**src/rtl/sgi_pkg.sv**
```systemverilog
package sgi_pkg;

   // byte offsets of the four registers
   localparam int unsigned OFS_CPU_STAT = 'h0;
   localparam int unsigned OFS_CPU_MASK = 'h4;
   localparam int unsigned OFS_COP_STAT = 'h8;
   localparam int unsigned OFS_COP_MASK = 'hC;

   typedef enum logic [1:0] {
      SEL_CPU_STAT = 2'd0,
      SEL_CPU_MASK = 2'd1,
      SEL_COP_STAT = 2'd2,
      SEL_COP_MASK = 2'd3
   } reg_sel_e;

endpackage

```
**src/rtl/sgi_lock_cell.sv**
```systemverilog
// One lock bit: holder flags and waiting-request flags for both masters.
module sgi_lock_cell (
   input  logic clk,
   input  logic rst_n,
   input  logic get_cpu,
   input  logic get_cop,
   input  logic put_cpu,
   input  logic put_cop,
   output logic held_cpu,
   output logic held_cop
);

   logic wait_cpu, wait_cop;
   logic is_free, want_cpu, want_cop, win_cpu, win_cop;

   always_comb begin
      is_free  = ~held_cpu & ~held_cop;
      want_cpu = get_cpu | wait_cpu;
      want_cop = get_cop | wait_cop;
      win_cpu  = is_free & want_cpu;
      win_cop  = is_free & want_cop & ~want_cpu;
   end

   always_ff @(posedge clk or negedge rst_n) begin
      if (!rst_n) begin
         held_cpu <= 1'b0;
         held_cop <= 1'b0;
         wait_cpu <= 1'b0;
         wait_cop <= 1'b0;
      end else begin
         held_cpu <= (held_cpu & ~put_cpu) | win_cpu;
         held_cop <= (held_cop & ~put_cop) | win_cop;
         wait_cpu <= (wait_cpu | (get_cpu & ~held_cpu)) & ~win_cpu;
         wait_cop <= (wait_cop | (get_cop & ~held_cop)) & ~win_cop;
      end
   end

endmodule

```
**src/rtl/sgi_regs.sv**
```systemverilog
// Interrupt mask words and the register read path.
module sgi_regs #(
   parameter int unsigned N_LOCK = 32,
   parameter int unsigned ADDR_W = 4
) (
   input  logic              clk,
   input  logic              rst_n,
   input  logic              reg_valid,
   input  logic              reg_write,
   input  logic [ADDR_W-1:0] reg_addr,
   input  logic [N_LOCK-1:0] reg_wdata,
   input  logic [N_LOCK-1:0] stat_cpu,
   input  logic [N_LOCK-1:0] stat_cop,
   output logic [N_LOCK-1:0] mask_cpu,
   output logic [N_LOCK-1:0] mask_cop,
   output logic [N_LOCK-1:0] reg_rdata
);
   import sgi_pkg::*;

   logic     hit;
   reg_sel_e sel;

   always_comb begin
      hit = 1'b1;
      sel = SEL_CPU_STAT;
      if (reg_addr == ADDR_W'(OFS_CPU_STAT))      sel = SEL_CPU_STAT;
      else if (reg_addr == ADDR_W'(OFS_CPU_MASK)) sel = SEL_CPU_MASK;
      else if (reg_addr == ADDR_W'(OFS_COP_STAT)) sel = SEL_COP_STAT;
      else if (reg_addr == ADDR_W'(OFS_COP_MASK)) sel = SEL_COP_MASK;
      else                                        hit = 1'b0;
   end

   always_ff @(posedge clk or negedge rst_n) begin
      if (!rst_n) begin
         mask_cpu <= '0;
         mask_cop <= '0;
      end else if (reg_valid && reg_write && hit) begin
         if (sel == SEL_CPU_MASK) mask_cpu <= reg_wdata;
         if (sel == SEL_COP_MASK) mask_cop <= reg_wdata;
      end
   end

   always_comb begin
      reg_rdata = '0;
      if (hit) begin
         unique case (sel)
            SEL_CPU_STAT: reg_rdata = stat_cpu;
            SEL_CPU_MASK: reg_rdata = mask_cpu;
            SEL_COP_STAT: reg_rdata = stat_cop;
            SEL_COP_MASK: reg_rdata = mask_cop;
         endcase
      end
   end

endmodule

```
**src/rtl/sgi_irq.sv**
```systemverilog
// Masked OR of the grant word; optional output flop.
module sgi_irq #(
   parameter int unsigned N_LOCK   = 32,
   parameter bit          IRQ_FLOP = 1'b0
) (
   input  logic              clk,
   input  logic              rst_n,
   input  logic [N_LOCK-1:0] stat,
   input  logic [N_LOCK-1:0] mask,
   output logic              irq
);

   logic any_hit;
   assign any_hit = |(stat & mask);

   generate
      if (IRQ_FLOP) begin : g_flop
         always_ff @(posedge clk or negedge rst_n) begin
            if (!rst_n) irq <= 1'b0;
            else        irq <= any_hit;
         end
      end else begin : g_comb
         logic unused_clk;
         assign unused_clk = clk ^ rst_n;
         assign irq = any_hit;
      end
   endgenerate

endmodule

```
**src/rtl/sema_grant_irq.sv**
```systemverilog
module sema_grant_irq #(
   parameter int unsigned N_LOCK   = 32,
   parameter int unsigned ADDR_W   = 4,
   parameter bit          IRQ_FLOP = 1'b0
) (
   input  logic              clk,
   input  logic              rst_n,
   input  logic              reg_valid,
   input  logic              reg_write,
   input  logic [ADDR_W-1:0] reg_addr,
   input  logic [N_LOCK-1:0] reg_wdata,
   output logic [N_LOCK-1:0] reg_rdata,
   input  logic              cpu_get_valid,
   input  logic [N_LOCK-1:0] cpu_get_mask,
   input  logic              cpu_put_valid,
   input  logic [N_LOCK-1:0] cpu_put_mask,
   input  logic              cop_get_valid,
   input  logic [N_LOCK-1:0] cop_get_mask,
   input  logic              cop_put_valid,
   input  logic [N_LOCK-1:0] cop_put_mask,
   output logic              cpu_irq,
   output logic              cop_irq
);

   generate
      if (N_LOCK < 1) begin : g_bad_n
         $error("sema_grant_irq: N_LOCK must be at least 1");
      end
      if (ADDR_W < 4) begin : g_bad_a
         $error("sema_grant_irq: ADDR_W must be at least 4");
      end
   endgenerate

   logic [N_LOCK-1:0] get_cpu_v, get_cop_v, put_cpu_v, put_cop_v;
   logic [N_LOCK-1:0] own_cpu, own_cop;
   logic [N_LOCK-1:0] en_cpu, en_cop;

   assign get_cpu_v = cpu_get_valid ? cpu_get_mask : '0;
   assign get_cop_v = cop_get_valid ? cop_get_mask : '0;
   assign put_cpu_v = cpu_put_valid ? cpu_put_mask : '0;
   assign put_cop_v = cop_put_valid ? cop_put_mask : '0;

   generate
      for (genvar i = 0; i < N_LOCK; i++) begin : g_lock
         sgi_lock_cell u_cell (
            .clk      (clk),
            .rst_n    (rst_n),
            .get_cpu  (get_cpu_v[i]),
            .get_cop  (get_cop_v[i]),
            .put_cpu  (put_cpu_v[i]),
            .put_cop  (put_cop_v[i]),
            .held_cpu (own_cpu[i]),
            .held_cop (own_cop[i])
         );
      end
   endgenerate

   sgi_regs #(.N_LOCK(N_LOCK), .ADDR_W(ADDR_W)) u_regs (
      .clk       (clk),
      .rst_n     (rst_n),
      .reg_valid (reg_valid),
      .reg_write (reg_write),
      .reg_addr  (reg_addr),
      .reg_wdata (reg_wdata),
      .stat_cpu  (own_cpu),
      .stat_cop  (own_cop),
      .mask_cpu  (en_cpu),
      .mask_cop  (en_cop),
      .reg_rdata (reg_rdata)
   );

   sgi_irq #(.N_LOCK(N_LOCK), .IRQ_FLOP(IRQ_FLOP)) u_irq_cpu (
      .clk   (clk),
      .rst_n (rst_n),
      .stat  (own_cpu),
      .mask  (en_cpu),
      .irq   (cpu_irq)
   );

   sgi_irq #(.N_LOCK(N_LOCK), .IRQ_FLOP(IRQ_FLOP)) u_irq_cop (
      .clk   (clk),
      .rst_n (rst_n),
      .stat  (own_cop),
      .mask  (en_cop),
      .irq   (cop_irq)
   );

endmodule

```
**config.mk**
```make
export PLATFORM = sky130hd
export DESIGN_NAME = sema_grant_irq
export DESIGN_NICKNAME = d
export VERILOG_FILES = /design/src/rtl/sgi_pkg.sv /design/src/rtl/sgi_lock_cell.sv /design/src/rtl/sgi_regs.sv /design/src/rtl/sgi_irq.sv /design/src/rtl/sema_grant_irq.sv
export SDC_FILE = /design/constraint.sdc
export NUM_CORES = 1
export LEC_CHECK = 0
export ABC_AREA = 1
export BUFFER_PORTS_ARGS = -buffer_cell sky130_fd_sc_hd__buf_2
export CORE_MARGIN = 2
export CORE_UTILIZATION = 55
export CTS_CLUSTER_DIAMETER = 40
export DETAILED_ROUTE_END_ITERATION = 10
export PLACE_DENSITY_LB_ADDON = 0.05
export SKIP_LAST_GASP = 1
export SYNTH_ARGS = -nofsm -noshare
export SYNTH_HDL_FRONTEND = slang
export SYNTH_SLANG_ARGS = --single-unit
```
**constraint.sdc**
```tcl
create_clock -name clk -period 1.4 [get_ports clk]
set_input_delay 0.28 -clock clk [delete_from_list [all_inputs] [get_ports clk]]
set_output_delay 0.28 -clock clk [all_outputs]
set_load 0.01 [all_outputs]
```
==> flow_summary.yaml, run 1 <==
run_status:
  status: "complete, but fails checks"
  violations: "negative setup slack"
cts:
  cts_root_buffer: "clkbuf_16"
  cts_buffers: 17
  cts.clk_slew.worst_paths_ns: 0.07
  clk_latency_ns: 0.44
  cts_max_level: 4
  clock-sinks: 192
  cts_max_path_buffers: 2
  cts_tree: "done"
route:
  antenna_left: 0
  drt_iter0_markers: 930
  wirelength_mm: 34.7
  vias_per_cell: 5.64
  drc: 0
  via_count: 11126
  dr.pass1.iters: 6
  wl_per_cell_um: 17.6
critical_path:
  worstSetupPathType: "reg2out"
  path_max_fanout: 2
  arrival_ns: 1.61
  critical_path.max_stage_delay_ns: 0.42
  critPathMostFrequentCell: "nand2_2"
  required_ns: 1.12
  cp-start-kind: "register"
  r2r_slack_ns: 0.11
  cp_cell_sequence: "nand2_1 -> nand2_2 -> nor2_4 -> nand2_2 -> nor2_4 -> nand2_2 -> buf_6"
  cpMaxStageDelayCell: "dfrtp_1"
  path_delay_family: "simple AND/OR/NAND/NOR gates"
  cp.buffers_inverters: 1
  cp-end-kind: "output pin"
finish:
  post-route-util: 0.802
  fillers: 1152
  final_area_mm2: 0.0144
  nets: 1901
  drive_above_1_share: 0.311
  syn2layout_area_growth_pct: 43.6
logic_synthesis:
  yosysMostFrequentCell: "nand2_1"
  yosys.area_share.adder: 0
  yosys.area_share.simple: 0.312
  seq_area_frac_synth: 0.481
  yosys_most_used_dff: "dfrtp_1"
  synth-compound-area-share: 0.147
  netlist_instances: 1375
  syn_nets: 1547
  syn_avg_cell_area_um2: 7.27
  synth_top_family_by_area: "simple AND/OR/NAND/NOR gates"
  synthTopCellsByArea: "dfrtp_1, nand2_1, nor2_1"
  post-synth-top-area-cell: "dfrtp_1"
  ys_types: 21
  synth_edf_count: 0
  ys_top_cells_by_count: "nand2_1, nor2_1, dfrtp_1, nand3_1, o21ai_0"
  yosys_warnings: 0
  synthMuxAreaShare: 0
  synthXorXnorAreaFrac: 0
  synth.top_cell.area_share: 0.481
  synth_area_mm2: 0.0100
  async_reset_ff_frac: 1.00
  yosys_register_bits: 192
global_route:
  grt_max_degree: 43
  grt_pass1_wl_mm: 53.0
  grt_util_met1: 0.453
  grt_antenna_before_repair: 3
  use_met2: 0.564
  grtUsageTotal: 0.348
  grt_util_met3: 0.0704
  grt.overflow.total: 0
  grt_pass1_vias: 10593
  top_usage_layer: "met2"
pwr:
  p_leak_nw: 7.23
  vdd_drop_max_v: 0.00100
  p_per_area_mw_per_mm2: 1680
placed_design:
  gp_congestion: 0.830
  dp_hpwl_mm: 20.6
  port_buffers: 205
  postPlaceCellArea_mm2: 0.0123
sta:
  setup-tns-final_ns: -10.92
  hold_violations: 0
  drv_slew: 0
  relSlewSlack: 0.736
  rsz0062_at_grt: "yes"
  fmax_mhz: 529
  fin_crit_sh: 1.35
  min_period_ns: 1.89
  clock-skew-final_ns: 0.00791
  fin_ws_ns: -0.489
  tightest_slew_ns: 0.396
  finalSetupViolCount: 34
die:
  core.rowCount: 49
  core_mm2: 0.0179
  initial_core_util: 0.558
  ios: 206
  die_area_mm2: 0.0193
  die_h_um: 139
  die_w_um: 139
run:
  drv_cap: 0
min_path:
  hold_path_class: "in2reg"
==> stage by stage <==
| stage | hold WS [ns] | setup WS, ns | power, mW | cells |
|---|---|---|---|---|
| 2_1_floorplan | -0.0156 | 0.0138 | 13.5 | 1375 |
| 3_3_place_gp | 0.241 | -0.349 | 17.0 | 1891 |
| 3_5_place_dp | 0.238 | -0.345 | 17.3 | 1891 |
| 4_1_cts | 0.0605 | -0.455 | 23.4 | 1968 |
| 5_1_grt | 0.0822 | -0.555 | 25.7 | 1972 |
| 6_report | 0.0656 | -0.489 | 24.1 | 1972 |
==> final cells by class <==
class	instances	area, µm²	share of cell area
diodes	1	2.50	0.000174
clock buffers	18	429	0.0299
clock inverters	14	180	0.0126
inverters	77	302	0.0210
multi-input cells	1046	5120	0.357
flip-flops and latches	192	4810	0.335
well taps	229	287	0.0200
repair buffers	395	3230	0.225
==> layout by cell type (no fill, tap or decap), drive strengths merged <==
cell,synthesis,layout
nand2,446,446
buf,42,391
nor2,236,236
dfrtp,192,192
o21ai,122,122
nand3,96,96
inv,77,81
a21oi,70,70
a211oi,32,32
o31ai,31,31
clkbuf,18,21
or2,6,6
a31oi,6,6
clkinv,0,6
bufinv,0,3
diode,0,1
nand4,1,1
clkinvlp,0,1
dlygate4sd3,0,1
==> power breakdown <==
group	internal (mW)	switching [mW]
Sequential	7.70	1.41
Combinational	4.59	5.33
Clock	2.85	2.26
==> sequential cells by signal (all words and copies together) (netlist names) <==
name                    count
g_lock.u_cell.held_cop     32
g_lock.u_cell.held_cpu     32
g_lock.u_cell.wait_cop     32
g_lock.u_cell.wait_cpu     32
u_regs.mask_cop            32
u_regs.mask_cpu            32
==> layer usage <==
layer,part of all wire,up-vias
li1,-,5204
met1,0.39,5169
met2,0.47,602
met3,0.088,147
met4,0.047,4
met5,0.00061,-
==> worst reg2reg max path, stage by stage, from the launching register on <==
cell     delay (ns)
dfrtp_1        0.39
buf_6          0.13
buf_4          0.12
buf_4          0.14
nor2_1         0.14
nand2_1        0.10
o21ai_0        0.19
==> repair_timing <==
| action | CTS | global route |
|---|---|---|
| pin swaps | 67 | 103 |
| hold buffers | 1 | 0 |
| gates resized for setup | 101 | 121 |
| cloned | 14 | 2 |
| hold endpoints to repair | 32 | 0 |
| buffers inserted | 31 | 14 |
| endpoints found under the setup margin | 34 | 34 |
==> path summary, 6_finish.rpt <==
path                                                        endpoint  cells past startpoint                                  from
worst max-delay path                                         cop_irq                      7   g_lock[4].u_cell.held_cop$_DFF_PN0_
worst min-delay path                 u_regs.mask_cpu[23]$_DFFE_PN0P_                      3                         reg_wdata[23]
worst max register to register  g_lock[22].u_cell.held_cop$_DFF_PN0_                      6  g_lock[22].u_cell.held_cop$_DFF_PN0_
worst min register to register  g_lock[22].u_cell.held_cpu$_DFF_PN0_                      1  g_lock[22].u_cell.held_cpu$_DFF_PN0_
max in group asynchronous       g_lock[22].u_cell.held_cpu$_DFF_PN0_                      3                                 rst_n
min in group asynchronous        g_lock[4].u_cell.wait_cop$_DFF_PN0_                      2                                 rst_n
==> cell families (layout without fill, tap and decap cells) <==
logic type,Yosys count,in the layout
buf+inv,137,504
flops,192,192
simple gates,785,785
compound gates,261,261
other cells,0,1
Note: power is estimated with default switching activity, not from simulation.
==> run 2, diff against run 1 <==
- CORE_MARGIN: 2 -> 5
- CORE_UTILIZATION: 55 -> 56
- clock period: 1.4 -> 2 ns (I/O delays scaled with it)
==> flow_summary.yaml, run 2 (synthesis results as in run 1) <==
route:
  antenna_left: 0
  dr_wl_met3_mm: 2.64
  drc: 0
  drt_iter0_markers: 803
  dr.max_layer_used: "met5"
  vias_per_cell: 5.47
  drt-met1-wl_mm: 12.9
  dr.pass1.iters: 5
  via_count: 10280
  wl_per_cell_um: 16.4
  met2_length_mm: 14.5
  wirelength_mm: 30.9
cts:
  cts_max_level: 4
  clock-sinks: 192
  clk_latency_ns: 0.44
  cts_buffers: 17
  cts_tree: "done"
  cts_max_path_buffers: 2
  cts.clk_slew.worst_paths_ns: 0.07
  cts_root_buffer: "clkbuf_16"
pwr:
  vdd_drop_max_v: 0.000852
  p_sw_mw: 5.85
  p_int_mw: 9.68
  pwr-share-comb: 0.336
  p_leak_nw: 6.60
  power_mw: 15.5
  clkPwrFrac: 0.225
  p_per_area_mw_per_mm2: 1200
  swShare: 0.377
  power_frac_seq: 0.438
sta:
  rsz0062_at_grt: "yes"
  hold_ws_ns: 0.177
  fin_crit_sh: 0.991
  clock-skew-final_ns: 0.00701
  tightest_slew_ns: 0.543
  finalSetupViolCount: 0
  hold_violations: 0
  min_period_ns: 1.98
  fmax_mhz: 504
  fin_ws_ns: 0.0175
  relSlewSlack: 0.637
  drv_slew: 0
placed_design:
  post-place-ws_ns: 0.0114
  gp_congestion: 0.866
  dp_hpwl_mm: 20.6
  postPlaceCellArea_mm2: 0.0116
  port_buffers: 205
finish:
  nets: 1813
  fillers: 1428
  drive_above_1_share: 0.248
  final_common_cell: "nand2_1"
  final_area_mm2: 0.0129
  syn2layout_area_growth_pct: 28.9
  mostFrequentLayoutCells: "nand2_1, nor2_1, buf_2, dfrtp_1, nand3_1"
run:
  drv_cap: 0
die:
  core_mm2: 0.0174
  die_h_um: 144
  core.rowCount: 48
  die_w_um: 144
  die_area_mm2: 0.0206
  ios: 206
  initial_core_util: 0.574
global_route:
  grt_pass1_vias: 9492
  grt.overflow.total: 0
  grt_pass1_wl_mm: 47.0
  grt_max_degree: 49
  grt_antenna_before_repair: 5
  grtUsageTotal: 0.288
critical_path:
  critPathMostFrequentCell: "nand2_1"
  cp-end-kind: "output pin"
  cp-start-kind: "register"
  critical_path.max_stage_delay_ns: 0.44
  path_delay_family: "simple AND/OR/NAND/NOR gates"
  arrival_ns: 1.58
  path_max_fanout: 3
  required_ns: 1.60
  cp_cell_sequence: "nand2_1 -> nand2_1 -> nor2_2 -> nand2_1 -> nor2_1 -> nand2_1 -> buf_4"
  cp.buffers_inverters: 1
  cpMaxStageDelayCell: "dfrtp_2"
  worstSetupPathType: "reg2out"
run_status:
  status: "finished, final reports clean"
min_path:
  hold_path_class: "in2reg"
-- run 2: changes by cell type in the layout (fill, tap and decap cells not counted), moves of 9 or more --
cell | previous run | this run
nand3_1 | 40 | 96
nand3_2 | 47 | 0
buf_6 | 48 | 3
dfrtp_1 | 190 | 156
dfrtp_2 | 2 | 36
buf_4 | 103 | 72
o21ai_0 | 72 | 86
nand3_4 | 9 | 0
-- run 2: power by group through the flow --
stage	clock network (mW)	logic (mW)	registers, mW
floorplan	0	2.90	6.53
global placement	0	3.85	6.91
detailed placement	0	4.00	6.97
CTS	3.54	4.25	6.86
global route	3.70	5.90	7.01
finish	3.50	5.22	6.80
-- run 2: final cells by class --
class                      instances  area, µm²  area share
sequential                       192       4850       0.376
multi-input combinational       1046       4660       0.362
timing repair buffer             307       2200       0.171
clock buffer                      18        429      0.0333
inverter                          77        294      0.0228
tap                              225        282      0.0218
clock inverter                    14        166      0.0129
antenna                            2       5.00    0.000388
-- run 2: path summary, 6_finish.rpt --
| kind | startpoint | endpoint | slack, ns | cells past startpoint |
|---|---|---|---|---|
| max in group asynchronous | rst_n | g_lock[24].u_cell.held_cpu$_DFF_PN0_ | 0.87 | 3 |
| worst min register to register | g_lock[2].u_cell.wait_cop$_DFF_PN0_ | g_lock[2].u_cell.wait_cop$_DFF_PN0_ | 0.51 | 2 |
| min in group asynchronous | rst_n | g_lock[4].u_cell.wait_cop$_DFF_PN0_ | 0.47 | 2 |
| worst max register to register | g_lock[6].u_cell.held_cpu$_DFF_PN0_ | g_lock[6].u_cell.wait_cop$_DFF_PN0_ | 0.83 | 6 |
| worst max-delay path | g_lock[16].u_cell.held_cop$_DFF_PN0_ | cop_irq | 0.02 | 7 |
| worst min-delay path | reg_wdata[23] | u_regs.mask_cpu[23]$_DFFE_PN0P_ | 0.18 | 3 |
-- run 2: metrics by stage --
step / instances / utilization / setup TNS [ns]
after floorplan: 1375 / - / 0
after global placement: 1788 / 0.664 / 0
after detailed placement: 1788 / 0.664 / 0
after CTS: 1829 / 0.703 / -0.00738
after global routing: 1881 / 0.740 / -0.192
final: 1881 / 0.740 / 0
-- run 2: repair_timing --
item | CTS | global route
resized for setup | 10 | 59
endpoints found under the hold margin | 44 | 0
cloned | 0 | 7
setup endpoints to repair | 3 | 20
buffers inserted | 8 | 43
pin swaps | 1 | 16
hold buffers | 1 | 0
-- run 2: tightest hold or removal path: stages --
cell and delay (ns):
buf_2 0.09, nand2_1 0.05, nand2_1 0.05
-- run 2: metal layers --
metal	vias to the layer above	GRT usage
met2	413	0.459
li1	5013	-
met5	-	0
met3	72	0.0562
met1	4776	0.402
met4	6	0.0877
